$ cat config.mk
export PLATFORM = sky130hd
export DESIGN_NAME = swapind_sel
export DESIGN_NICKNAME = d
export VERILOG_FILES = /design/src/rtl/swapind_pkg.sv /design/src/rtl/swapind_flag.sv /design/src/rtl/swapind_mux.sv /design/src/rtl/swapind_sel.sv
export SDC_FILE = /design/constraint.sdc
export NUM_CORES = 1
export LEC_CHECK = 0
export BUFFER_PORTS_ARGS = -buffer_cell sky130_fd_sc_hd__buf_2
export CELL_PAD_IN_SITES_DETAIL_PLACEMENT = 1
export CELL_PAD_IN_SITES_GLOBAL_PLACEMENT = 1
export CORE_AREA = 2 2 39 41
export CTS_BUF_LIST = sky130_fd_sc_hd__clkbuf_16
export DETAILED_ROUTE_END_ITERATION = 8
export DIE_AREA = 0 0 41 43
export HOLD_SLACK_MARGIN = 0.06
export PLACE_DENSITY_LB_ADDON = 0.08
export SLEW_MARGIN = 5
export SYNTH_ARGS = -nofsm -noshare
export SYNTH_HDL_FRONTEND = slang
export SYNTH_SLANG_ARGS = --single-unit
$ cat constraint.sdc
create_clock -name clk -period 2.7 [get_ports clk]
set_clock_uncertainty 0.2 [all_clocks]
set_input_delay 0.135 -clock clk [delete_from_list [all_inputs] [get_ports clk]]
set_output_delay 0.135 -clock clk [all_outputs]
set_load 0.005 [all_outputs]
$ cat src/rtl/swapind_pkg.sv
// Package: shared select codes and widths for the swap indicator selector.
// Assumes the select field is static while the port runs.
package swapind_pkg;
    localparam int SEL_W = 3;
    localparam int N_EV  = 5;

    typedef enum logic [SEL_W-1:0] {
        SRC_SWAP   = 3'd0,
        SRC_LINE   = 3'd1,
        SRC_FIELD  = 3'd2,
        SRC_FRAME  = 3'd3,
        SRC_TRISYN = 3'd4,
        SRC_FETCH  = 3'd5,
        SRC_HIGH   = 3'd6,
        SRC_LOW    = 3'd7
    } src_sel_e;

    // Event bundle bit positions; the mux indexes them as code - 1.
    localparam int EV_LINE   = 0;
    localparam int EV_FIELD  = 1;
    localparam int EV_FRAME  = 2;
    localparam int EV_TRISYN = 3;
    localparam int EV_FETCH  = 4;
endpackage

$ cat src/rtl/swapind_flag.sv
// Module: swapind_flag
// Tracks buffer swaps and produces the fetch window gated by a latched
// swap flag. A swap arms "pending". The next window opening moves it to
// "active". Active drops when the window closes.
// Assumes swap_pulse is a single-cycle strobe in the pixel clock domain.
module swapind_flag (
    input  logic clk,
    input  logic rst_n,
    input  logic fetch_win,
    input  logic swap_pulse,
    output logic gate_o
);
    logic fe_d;
    logic pending_q;
    logic active_q;
    logic win_start;

    // Opening cycle of a fetch window.
    assign win_start = fetch_win & ~fe_d;

    // Fetch-window history, swap arming and one-window release.
    always_ff @(posedge clk) begin
        if (!rst_n) begin
            fe_d      <= 1'b0;
            pending_q <= 1'b0;
            active_q  <= 1'b0;
        end else begin
            fe_d      <= fetch_win;
            pending_q <= swap_pulse | (pending_q & ~win_start);
            if (win_start)
                active_q <= pending_q;
            else
                active_q <= fetch_win & active_q;
        end
    end

    // Window qualified by the flag; the opening cycle uses pending directly.
    always_comb begin
        gate_o = fetch_win & (win_start ? pending_q : active_q);
    end

    // A swap always leaves the flag armed on the next cycle.
    p_swap_arms_r5: assert property (@(posedge clk) disable iff (!rst_n)
        swap_pulse |=> pending_q);

    // Active never survives a closed window.
    p_window_clears_r6: assert property (@(posedge clk) disable iff (!rst_n)
        !fetch_win |=> !active_q);

    // A window opened without an armed swap is never marked.
    p_unarmed_window_r7: assert property (@(posedge clk) disable iff (!rst_n)
        (fetch_win && !fe_d && !pending_q) |=> !active_q);
endmodule

$ cat src/rtl/swapind_mux.sv
// Module: swapind_mux
// Picks the next indicator value from the mode select.
// Assumes ev_i is packed according to the EV_* positions in swapind_pkg.
module swapind_mux
    import swapind_pkg::*;
(
    input  logic [SEL_W-1:0] sel_i,
    input  logic [N_EV-1:0]  ev_i,
    input  logic             gate_i,
    output logic             nxt_o
);
    // Static source selection.
    always_comb begin
        case (src_sel_e'(sel_i))
            SRC_SWAP:   nxt_o = gate_i;
            SRC_LINE:   nxt_o = ev_i[EV_LINE];
            SRC_FIELD:  nxt_o = ev_i[EV_FIELD];
            SRC_FRAME:  nxt_o = ev_i[EV_FRAME];
            SRC_TRISYN: nxt_o = ev_i[EV_TRISYN];
            SRC_FETCH:  nxt_o = ev_i[EV_FETCH];
            SRC_HIGH:   nxt_o = 1'b1;
            default:    nxt_o = 1'b0;
        endcase
    end
endmodule

$ cat src/rtl/swapind_sel.sv
// Module: swapind_sel (top)
// Multipurpose status bit for a video port: the swap-gated fetch window,
// a raster strobe or a constant, chosen by mode_sel and registered once.
// Assumes mode_sel only changes while the port is idle or in reset.
module swapind_sel
    import swapind_pkg::*;
(
    input  logic             clk,
    input  logic             rst_n,
    input  logic [SEL_W-1:0] mode_sel,
    input  logic             ev_line,
    input  logic             ev_field,
    input  logic             ev_frame,
    input  logic             ev_trisync,
    input  logic             fetch_win,
    input  logic             swap_pulse,
    output logic             ind_out
);
    logic [N_EV-1:0] ev_bus;
    logic            gate;
    logic            nxt;

    // Pack strobes in package order.
    always_comb begin
        ev_bus            = '0;
        ev_bus[EV_LINE]   = ev_line;
        ev_bus[EV_FIELD]  = ev_field;
        ev_bus[EV_FRAME]  = ev_frame;
        ev_bus[EV_TRISYN] = ev_trisync;
        ev_bus[EV_FETCH]  = fetch_win;
    end

    swapind_flag u_flag (
        .clk        (clk),
        .rst_n      (rst_n),
        .fetch_win  (fetch_win),
        .swap_pulse (swap_pulse),
        .gate_o     (gate)
    );

    swapind_mux u_mux (
        .sel_i  (mode_sel),
        .ev_i   (ev_bus),
        .gate_i (gate),
        .nxt_o  (nxt)
    );

    // Glitch-free output register.
    always_ff @(posedge clk) begin
        if (!rst_n) ind_out <= 1'b0;
        else        ind_out <= nxt;
    end

    p_reset_low_r1: assert property (@(posedge clk)
        (rst_n === 1'b0) |=> !ind_out);

    p_line_follow_r2: assert property (@(posedge clk) disable iff (!rst_n)
        (mode_sel == 3'd1) |=> (ind_out == $past(ev_line)));

    p_tri_follow_r2: assert property (@(posedge clk) disable iff (!rst_n)
        (mode_sel == 3'd4) |=> (ind_out == $past(ev_trisync)));

    p_const_high_r3: assert property (@(posedge clk) disable iff (!rst_n)
        (mode_sel == 3'd6) |=> ind_out);

    p_const_low_r3: assert property (@(posedge clk) disable iff (!rst_n)
        (mode_sel == 3'd7) |=> !ind_out);

    p_gated_by_window_r4: assert property (@(posedge clk) disable iff (!rst_n)
        (mode_sel == 3'd0 && !fetch_win) |=> !ind_out);
endmodule

==> flow_summary.json <==
{
  "grt_pass1_wl_um": 841,
  "grt-ovfl-total": 0,
  "ys_top_cells_by_area": "dfxtp_1 (40%), nand4b_1 (8.8%), nand3_1 (7.5%)",
  "dieArea_um2": 1760,
  "start_util": 0.145,
  "clk_latency_ns": 0.22,
  "yosys.area.top_type": "dfxtp_1",
  "dp.cells": 48,
  "maxCapViolCount": 0,
  "cts_tree": "yes",
  "floorplan.io_pins": 12,
  "cts_buffers": 3,
  "setup-tns-final_ns": 0,
  "portBuffers": 11,
  "synth_top_family_by_area": "simple AND/OR/NAND/NOR gates",
  "critPathMaxFanout": 3,
  "finalSetupViolCount": 0,
  "min_period_ns": 1.59,
  "switching_share": 0.159,
  "tightest_slew_ns": 0.146,
  "detail-route-antenna-nets": 0,
  "fin_nets": 52,
  "final-instance-count-excl-fill": 55,
  "area_growth_syn_to_layout_pct": 95.0,
  "cts_root_buffer": "clkbuf_16",
  "relSlewSlack": 0.900,
  "comb_power_share": 0.083,
  "wire_per_inst_um": 9.49,
  "drtIter0Drc": 0,
  "drive_gt1_frac": 0.385,
  "ir_worst_vdd_mv": 0.336,
  "internal-power_mw": 0.268,
  "die_h_um": 43,
  "coreArea_um2": 1380,
  "clockBufferDepth": 2,
  "synth.area.mux_share": 0.0500,
  "route.vias.total": 237,
  "fp.dieW_um": 41,
  "synth_top_cell_area_share": 0.400,
  "worstSetupEndpointType": "register",
  "yosys.area_share.simple": 0.388,
  "yosysUniqueCellTypes": 15,
  "finalCritPeriodShare": 0.589,
  "synth_xor_area_frac": 0,
  "grt_use_total": 0.0782,
  "grt_max_degree": 8,
  "fmax_mhz": 629,
  "synth-seq-area-share": 0.400,
  "hold_viol": 0,
  "antenna_found_initial": 0,
  "path_clk_slew_ns": 0.03,
  "netlist_area_um2": 200,
  "avgSynthCellArea_um2": 9.53,
  "p_leak_nw": 0.183,
  "pwr-share-seq": 0.201,
  "required_ns": 2.60,
  "grt_pass1_vias": 218,
  "wirelength_um": 522,
  "hold_path_class": "primary input to register",
  "crit_arrival_ns": 1.50,
  "status": "finished clean",
  "p_clk_frac": 0.715,
  "synth-adder-area-share": 0,
  "htree_levels": 1,
  "drv_slew": 0,
  "rows": 14,
  "viasPerCell": 4.31,
  "synthCells": 21,
  "crit_type": "primary input to register",
  "rsz0062_at_grt": "false",
  "gp_congestion": 0.596,
  "synth_compound_area_frac": 0.144,
  "final_util": 0.282,
  "switchingPower_mw": 0.0506,
  "power_per_cell_area_nw_per_um2": 817,
  "postCtsSetupBuffers": 0,
  "ys_seq_elements": 4,
  "cts_sinks": 4,
  "drc_errors": 0,
  "synth_nets": 32,
  "crit_path_start_kind": "primary input",
  "first_pass_iters": 1,
  "num_antenna_cells": 0,
  "ys_warn_count": 0
}
-- placed cells by master (no fill, tap or decap) --
master	instances
a21oi_1	1
a31oi_1	1
and2_1	1
and2b_2	1
buf_2	11
clkbuf_16	3
dfxtp_1	4
dlygate4sd3_1	4
inv_1	1
mux2i_1	1
nand2b_1	1
nand3_1	3
nand3b_1	1
nand4b_1	2
nor2b_1	1
o211a_1	1
o211ai_1	1
or4b_1	1
-- kinds of logic (layout without fill, tap and decap cells) --
group | after synthesis | after routing
multiplexers | 1 | 1
flip-flops | 4 | 4
AND/OR/NAND/NOR | 11 | 11
buffers and inverters | 1 | 19
AO/OA/AOI/OAI | 4 | 4
-- state kept, by name, indices dropped and copies added, names as in the netlist --
signal / count
u_flag.active_q: 1
u_flag.pending_q: 1
u_flag.fe_d: 1
ind_out: 1
-- through the flow --
stage	power, mW	hold slack, ns	instance area (um^2)	worst slack [ns]
CTS	0.323	0.0801	390	1.09
global route	0.332	0.105	390	1.05
detailed placement	0.0875	0.186	275	1.20
global placement	0.0875	0.168	275	1.19
floorplan	0.0741	0.0632	200	1.29
finish	0.319	0.0757	390	1.11
-- routing by layer --
| metal | GRT usage | share of wire | vias up |
|---|---|---|---|
| met5 | 0 | 0 | - |
| met4 | 0.0800 | 0.052 | 0 |
| met3 | 0.0314 | 0.084 | 2 |
| met2 | 0.0938 | 0.43 | 11 |
| met1 | 0.0962 | 0.43 | 108 |
| li1 | - | - | 116 |
-- worst max-delay path, stage by stage --
cell           delay, ns
dlygate4sd3_1       0.53
buf_2               0.13
and2_1              0.15
dlygate4sd3_1       0.55
-- layout make-up --
| cell class | instances | area (um^2) |
|---|---|---|
| clock buffers | 3 | 75.1 |
| fillers | 171 | 993 |
| inverters | 1 | 3.75 |
| multi-input cells | 16 | 116 |
| flip-flops and latches | 4 | 80.1 |
| well taps | 16 | 20.0 |
| repair buffers | 15 | 95.1 |
-- power groups by stage --
stage | Combinational, mW | Clock, mW | Sequential [mW]
global placement | 0.0223 | 0 | 0.0652
finish | 0.0266 | 0.228 | 0.0642
global route | 0.0300 | 0.237 | 0.0647
CTS | 0.0273 | 0.232 | 0.0643
floorplan | 0.00910 | 0 | 0.0650
detailed placement | 0.0224 | 0 | 0.0650
-- cell usage after synthesis --
| library cell | n |
|---|---|
| a21oi_1 | 1 |
| a31oi_1 | 1 |
| and2_1 | 1 |
| and2b_2 | 1 |
| dfxtp_1 | 4 |
| inv_1 | 1 |
| mux2i_1 | 1 |
| nand2b_1 | 1 |
| nand3_1 | 3 |
| nand3b_1 | 1 |
| nand4b_1 | 2 |
| nor2b_1 | 1 |
| o211a_1 | 1 |
| o211ai_1 | 1 |
| or4b_1 | 1 |
-- timing repair --
action                    in CTS  in global routing
hold buffers                   4                  0
hold endpoints to repair       3                  0
gates resized for setup        0                  0
-- path summary, 6_finish.rpt --
check | from | to | slack, ns | cells after the start
setup / recovery | rst_n | u_flag.fe_d | 1.11 | 4
hold / removal | mode_sel[1] | ind_out | 0.08 | 3
setup reg to reg | u_flag.fe_d | ind_out | 1.20 | 4
hold reg to reg | u_flag.active_q | u_flag.active_q | 0.39 | 2
Note: power is estimated with default switching activity, not from simulation.
